===== config.mk =====
export PLATFORM = sky130hd
export DESIGN_NAME = hilo_mac
export DESIGN_NICKNAME = d
export VERILOG_FILES = /design/src/rtl/hilo_mac_pkg.sv /design/src/rtl/hilo_mac_mul.sv /design/src/rtl/hilo_mac_acc.sv /design/src/rtl/hilo_mac_regs.sv /design/src/rtl/hilo_mac.sv
export SDC_FILE = /design/constraint.sdc
export NUM_CORES = 2
export LEC_CHECK = 0
export BUFFER_PORTS_ARGS = -buffer_cell sky130_fd_sc_hd__buf_2
export CAP_MARGIN = 20
export CORE_MARGIN = 3
export CORE_UTILIZATION = 50
export CTS_BUF_LIST = sky130_fd_sc_hd__clkbuf_2
export CTS_CLUSTER_SIZE = 8
export DETAILED_ROUTE_END_ITERATION = 7
export PLACE_DENSITY = 0.75
export REMOVE_ABC_BUFFERS = 1
export SYNTH_ARGS = -nofsm -noshare
export SYNTH_HDL_FRONTEND = slang
export SYNTH_SLANG_ARGS = --single-unit

===== constraint.sdc =====
create_clock -name clk -period 14.2 [get_ports clk]
set_input_delay 2.84 -clock clk [delete_from_list [all_inputs] [get_ports clk]]
set_output_delay 2.84 -clock clk [all_outputs]
set_load 0.05 [all_outputs]

===== src/rtl/hilo_mac_pkg.sv =====
package hilo_mac_pkg;
   typedef enum logic [1:0] {
      MAC_MUL  = 2'd0,
      MAC_ADD  = 2'd1,
      MAC_SUB  = 2'd2,
      MAC_MULX = 2'd3
   } mac_kind_e;
endpackage


===== src/rtl/hilo_mac_mul.sv =====
module hilo_mac_mul
   import hilo_mac_pkg::*;
#(
   parameter int W = 32
) (
   input  logic            clk,
   input  logic            rst_n,
   input  logic            take,
   input  logic            sgn,
   input  logic [W-1:0]    a,
   input  logic [W-1:0]    b,
   input  mac_kind_e       kind_i,
   output logic            vld,
   output logic [2*W-1:0]  prod,
   output mac_kind_e       kind_q
);
   localparam int PW = 2 * W;

   logic [PW-1:0] a_x;
   logic [PW-1:0] b_x;

   // operand widening: the low PW bits of the product are right for both forms
   always_comb begin
      a_x = sgn ? PW'($signed(a)) : PW'(a);
      b_x = sgn ? PW'($signed(b)) : PW'(b);
   end

   always_ff @(posedge clk or negedge rst_n) begin
      if (!rst_n) begin
         vld    <= 1'b0;
         prod   <= '0;
         kind_q <= MAC_MUL;
      end else begin
         vld <= take;
         if (take) begin
            prod   <= a_x * b_x;
            kind_q <= kind_i;
         end
      end
   end
endmodule


===== src/rtl/hilo_mac_acc.sv =====
module hilo_mac_acc
   import hilo_mac_pkg::*;
#(
   parameter int W = 32
) (
   input  logic [2*W-1:0] acc,
   input  logic [2*W-1:0] prod,
   input  mac_kind_e      kind,
   output logic [2*W-1:0] result
);
   always_comb begin
      unique case (kind)
         MAC_ADD: result = acc + prod;
         MAC_SUB: result = acc - prod;
         default: result = prod;
      endcase
   end
endmodule


===== src/rtl/hilo_mac_regs.sv =====
module hilo_mac_regs #(
   parameter int W = 32
) (
   input  logic            clk,
   input  logic            rst_n,
   input  logic            commit,
   input  logic [2*W-1:0]  result,
   input  logic            hi_we,
   input  logic [W-1:0]    hi_wdata,
   input  logic            lo_we,
   input  logic [W-1:0]    lo_wdata,
   output logic [W-1:0]    hi_q,
   output logic [W-1:0]    lo_q
);
   logic direct;
   assign direct = hi_we | lo_we;

   always_ff @(posedge clk or negedge rst_n) begin
      if (!rst_n) begin
         hi_q <= '0;
         lo_q <= '0;
      end else if (direct) begin
         if (hi_we) hi_q <= hi_wdata;
         if (lo_we) lo_q <= lo_wdata;
      end else if (commit) begin
         hi_q <= result[2*W-1:W];
         lo_q <= result[W-1:0];
      end
   end
endmodule


===== src/rtl/hilo_mac.sv =====
module hilo_mac
   import hilo_mac_pkg::*;
#(
   parameter int W     = 32,
   parameter int OUT_W = 64
) (
   input  logic              clk,
   input  logic              rst_n,
   input  logic              start,
   input  logic [1:0]        kind,
   input  logic              sgn,
   input  logic [W-1:0]      a,
   input  logic [W-1:0]      b,
   input  logic              hi_we,
   input  logic [W-1:0]      hi_wdata,
   input  logic              lo_we,
   input  logic [W-1:0]      lo_wdata,
   output logic [OUT_W-1:0]  hi_out,
   output logic [OUT_W-1:0]  lo_out,
   output logic              done
);
   localparam int AW = 2 * W;

   generate
      if (W < 2) begin : g_bad_w
         $error("hilo_mac: W must be at least 2");
      end
      if (OUT_W < W) begin : g_bad_out
         $error("hilo_mac: OUT_W must not be narrower than W");
      end
   endgenerate

   logic            stage_vld;
   logic            take;
   logic [AW-1:0]   prod;
   mac_kind_e       kind_q;
   logic [AW-1:0]   result;
   logic [W-1:0]    hi_q;
   logic [W-1:0]    lo_q;

   assign take = start & ~stage_vld;

   hilo_mac_mul #(.W(W)) mul_i (
      .clk    (clk),
      .rst_n  (rst_n),
      .take   (take),
      .sgn    (sgn),
      .a      (a),
      .b      (b),
      .kind_i (mac_kind_e'(kind)),
      .vld    (stage_vld),
      .prod   (prod),
      .kind_q (kind_q)
   );

   hilo_mac_acc #(.W(W)) acc_i (
      .acc    ({hi_q, lo_q}),
      .prod   (prod),
      .kind   (kind_q),
      .result (result)
   );

   hilo_mac_regs #(.W(W)) regs_i (
      .clk      (clk),
      .rst_n    (rst_n),
      .commit   (stage_vld),
      .result   (result),
      .hi_we    (hi_we),
      .hi_wdata (hi_wdata),
      .lo_we    (lo_we),
      .lo_wdata (lo_wdata),
      .hi_q     (hi_q),
      .lo_q     (lo_q)
   );

   always_ff @(posedge clk or negedge rst_n) begin
      if (!rst_n) done <= 1'b0;
      else        done <= stage_vld;
   end

   generate
      if (OUT_W == W) begin : g_narrow
         assign hi_out = hi_q;
         assign lo_out = lo_q;
      end else begin : g_wide
         assign hi_out = OUT_W'($signed(hi_q));
         assign lo_out = OUT_W'($signed(lo_q));
      end
   endgenerate
endmodule


# [Yosys cells after proc, flatten, opt, wreduce, memory -nomap -nowiden]
# Cells that the tools add are included.
[word_totals] reg_bits=132 latch_bits=0 ram_bits=0 romBits=0 in_bits=136 memories=0
[classes] add_sub_neg=2 n_mul=1 n_div=0 magnitude_cmp=0 eq_ne=4 n_shift=0 mux=9 n_bitwise=3 reduce_logical=3
[ops] cell="$mux W32" n=6
[ops] cell="$mux W64" n=2
[ops] cell="$pmux W64 S2" n=1
[ops] cell="$add A64 B64 Y64" n=1
[ops] cell="$mul A64 B64 Y64" n=1
[ops] cell="$sub A64 B64 Y64" n=1
[ops] cell="$ne A2 B2 Y1 const B" n=2
[ops] cell="$reduce_and A2 Y1" n=2
[ops] cell="$eq A2 B1 Y1 const B" n=1
[ops] cell="$eq A2 B2 Y1 const B" n=1
[ops] cell="$reduce_bool A2 Y1" n=1
[ops] cell="$and A1 B1 Y1" n=1
[ops] cell="$not A1 Y1" n=1
[ops] cell="$or A1 B1 Y1" n=1

# [Longest topological paths before layout]
[depth] depth_word=4 depth_mapped=37 depth_no_buf=34

# [Hierarchy]
# A second synthesis with hierarchy kept.
[unflattened] hier_cells=6644 area_unflattened_um2=61022.3
[by_module_without_submodules] mod="hilo_mac_mul" n_inst=1 cells_per_inst=5286 area_per_inst_um2=50467.2 seq_area_each_um2=1676.6
[by_module_without_submodules] mod="hilo_mac_acc" n_inst=1 cells_per_inst=929 area_per_inst_um2=5908.2 seq_area_each_um2=0.0
[by_module_without_submodules] mod="hilo_mac_regs" n_inst=1 cells_per_inst=363 area_per_inst_um2=4127.7 seq_area_each_um2=1601.5
[by_module_without_submodules] mod="hilo_mac" n_inst=1 cells_per_inst=66 area_per_inst_um2=519.2 seq_area_each_um2=25.0

# [Least setup slack after synthesis]
# No wires, ideal clock.
[synth_path] path_type="input-to-reg" from="input port sgn" to="register mul_i.prod[60]" setup_time_ns=0.069 arrival_ns=11.361 t_required_ns=14.131 setup_slack_ns=2.770 stages=31 n_path_buf=3 cell_sequence="and2_1 clkbuf_1 clkbuf_1 nand2_1 inv_1 fa_1 inv_1 fa_1 inv_1 fa_1 inv_1 fa_1 inv_1 fa_1 fa_1 fa_1 fa_1 fa_1 inv_1 fa_1 inv_1 ha_1 and2_0 clkbuf_1 nand2_1 a211o_1 a21o_1 nand2_1 a21oi_1 or4_1 nand3_1"
[synth_between] elab_chain_cells=2 word_cells_on_any_way=3 cone_classes="1 x mul; 2 x mux"
[synth_rtl] element="from (decl)" line="hilo_mac.sv:11" source="input logic sgn,"
[synth_rtl] element="$mux W64 (on tied branches)" line="hilo_mac_mul.sv:24, hilo_mac_mul.sv:25"
[synth_rtl] element="$mul A64 B64 Y64 (*)" line="hilo_mac_mul.sv:36" source="prod <= a_x * b_x;"
[synth_rtl] element="to (signal assigned)" line="hilo_mac_mul.sv:36"
[synth_rtl] element="to (decl)" line="hilo_mac_mul.sv:14" source="output logic [2*W-1:0] prod,"
# Every way passes the cells marked *; elsewhere a longest branch is shown, timed or not.
# A chain may end at the register's enable or synchronous reset.

# [Final worst setup path]
[layout_path] from="input port sgn" to="register mul_i.prod[61]"
# Same word-level chain as after synthesis.

==> key figures <==
Detailed routing
  • # DRC: 0
  • Routed vias: 44400
  • WL per Instance: 21.1 µm
  • Routed vias/inst: 5.50
  • Final ANT Viol Nets: 0
  • Iteration-0 DRC Markers: 3539
  • Routed Wire Length: 170000 µm
  • First-pass DRT Iterations: 6

Synthesis
  • Mean Syn Cell Area: 9.02 µm²
  • EDFF count, synth: 0
  • Top-count cell post-synth: inv_1
  • Commonest cells in the netlist: 1578 x inv_1, 1416 x fa_1, 734 x nand2_1
  • Top cells by area, synth: fa_1 48%, inv_1 10%, ha_1 8.0%, and2_1 6.0%, dfrtp_1 5.6%
  • Ys async rst share: 100%
  • Top_reg_cell synth: dfrtp_1
  • Area leader, netlist: fa_1
  • Share of the synthesized area in the top cell type: 47.7%
  • Synth Warn #: 0
  • #FFs+latches synth: 132
  • Mapped cell area: 59400 µm²
  • Syn Inst Count: 6582
  • Share of the yosys chip area belonging to registers: 5.56%
  • Number of distinct library cells after synthesis: 82

Clocking
  • H-Tree Depth: 4
  • CTS tree: yes
  • Total CTS buffers: 17
  • Root Driver: clkbuf_2
  • Post-CTS Hold Buffers: 0
  • Postcts setup bufs: 0
  • PostCTS Resize Cnt: 0
  • Clock Pin Slew Worst Setup and Hold Paths: 230 ps
  • Sinks on Clock Net: 132
  • Max Root-Sink Buffers: 2
  • Clk_lat worst skew: 900 ps

Finish
  • # fillers: 10700
  • Non-Filler Instances: 8072
  • FF/Latch Area: 3300 µm²
  • Synth-to-Final Area Change: 3.57%
  • Layout cells sized above 1: 5.82%
  • Multi-input logic area: 48600 µm²
  • Final net count: 8461

Timing
  • Max Fclk: 0.0847 GHz
  • Tightest Pin Transition: 1220 ps
  • Final worst-path cycle share: 83.2%
  • Final Hold Fails: 0
  • Final setup viols: 0
  • Post-route setup TNS: 0 ps
  • Final setup skew: 93.8 ps
  • Pins over their slew limit: 0
  • RSZ-0062 raised after global routing: no
  • Period minus WS final: 11810 ps
  • Max-slew headroom: 18.5%

Worst setup path
  • Crit-path leading delay family: adder cells
  • Critical Path End Type: flip-flop
  • Worst Path Max Fanout: 24
  • Cell mode on critical path: fa_1
  • Worst setup SP type: primary input
  • WS Path Type: primary input to flip-flop
  • CP required: 14930 ps
  • WP buf/inv: 10
  • Slowest cell on crit path: and2_1
  • Critical path arrival: 12540 ps
  • Slowest stage delay, CP: 990 ps

GRT
  • Pin count of the biggest net entering global routing: 87
  • Initial antenna violation count: 5
  • Gr usage total: 28.5%
  • First-pass GRT wire length: 271000 µm
  • Gr ovfl total: 0
  • Number of global-route vias before repair: 48100

Die
  • Initial Util: 50.8%
  • Placeable Area: 117000 µm²
  • FP Rows: 125
  • Die width: 351 µm
  • Height of the die: 351 µm
  • IO Count: 265
  • Die area: 123000 µm²

Status
  • Status: finished, final reports clean

Placed design
  • Buffers on Ports: 264
  • Placed cell count: 8033
  • Post-DP HPWL: 145000 µm
  • RD Place Congestion: 0.982

Worst hold path
  • Hold/Removal Path Class: flip-flop to flip-flop

Flow run
  • Maxcap violations: 0
## tightest hold or removal path: cells and delay by family, from the launching register on
kind | cells | cell delay, ps
simple gates | 2 | 110
flops | 1 | 400
## kinds of logic (layout without fill, tap and decap cells)
kind of cell / after synthesis / count (layout) / synth area share, %
muxes: 21 / 21 / 0.364
AOI/OAI and AO/OA: 730 / 730 / 7.76
xor gates and xnor gates: 227 / 227 / 3.38
and+or+nand+nor: 1724 / 1724 / 14.4
other: 0 / 6 / 0
adders and majority gates: 1798 / 1798 / 55.8
DFF: 132 / 132 / 5.56
buffers and inverters: 1950 / 1910 / 12.7
## metrics by stage
stage	worst slack, ps	instance area, µm²	hold WS (ps)	util (%)
after global placement	1700	61300	470	52.4
after CTS	2490	61500	522	52.6
final	2390	61500	518	52.6
after global routing	2050	61500	545	52.6
after floorplan	817	57800	392	-
after detailed placement	1540	61300	472	52.4
## flip-flops by register name, summed over array words and instances, names as in the netlist
name and flops:
mul_i.prod 64, regs_i.hi_q 32, regs_i.lo_q 32, mul_i.kind_q 2
done 1, mul_i.vld 1
## cell type report
cell class,count,area share (%)
Antenna cell,6,0.0244
Tap cell,1524,3.10
Clock buffer,17,0.138
Clock inverter,15,0.205
Inverter,1579,9.64
Multi-Input combinational cell,4500,78.9
Sequential cell,132,5.37
Timing Repair Buffer,299,2.59
## worst paths after layout
kind	endpoint	slack (ps)	from	cells past startpoint
worst min-delay path	mul_i.kind_q[1]	520	mul_i.kind_q[1]	2
worst min register to register	mul_i.kind_q[1]	520	mul_i.kind_q[1]	2
worst max register to register	regs_i.hi_q[23]	7720	mul_i.prod[2]	19
max in group asynchronous	regs_i.hi_q[5]	10950	rst_n	2
min in group asynchronous	regs_i.hi_q[30]	1960	rst_n	1
worst max-delay path	mul_i.prod[61]	2390	sgn	31
## cell usage in the layout (no fill, tap or decap), types with 7 or more instances in the layout
cell,n
nor3_1,49
o21a_1,16
clkbuf_2,17
o31ai_1,14
a211oi_1,20
xnor2_1,181
nor2b_1,9
o21ai_0,182
a221oi_1,12
or2_2,13
a31o_2,10
o211ai_1,27
o21bai_1,29
dfrtp_1,132
nor3b_1,8
ha_1,379
nand4_1,27
nand3_1,26
mux2i_1,16
nor2_1,165
fa_1,1416
o22a_1,7
buf_2,263
inv_1,1578
a21o_1,86
a41oi_1,11
a21oi_1,216
nand2b_1,17
nand2_1,734
xor2_1,45
nor4_1,9
and2_1,573
and3_1,44
buf_4,35
or3_1,14
a31oi_1,33
## per-layer routing
layer	track usage (%)	vias to the layer above	part of all wire, %	wire length [µm]
li1	-	19500	-	-
met1	38.7	22900	42	72000
met2	47.0	1715	47	79700
met3	5.21	278	8.1	13800
met4	7.75	0	2.9	4870
met5	0	-	0	0
Power is left out: the tool's default activity adds up to more than one toggle a clock period on the data nets, which glitch-free logic cannot reach.
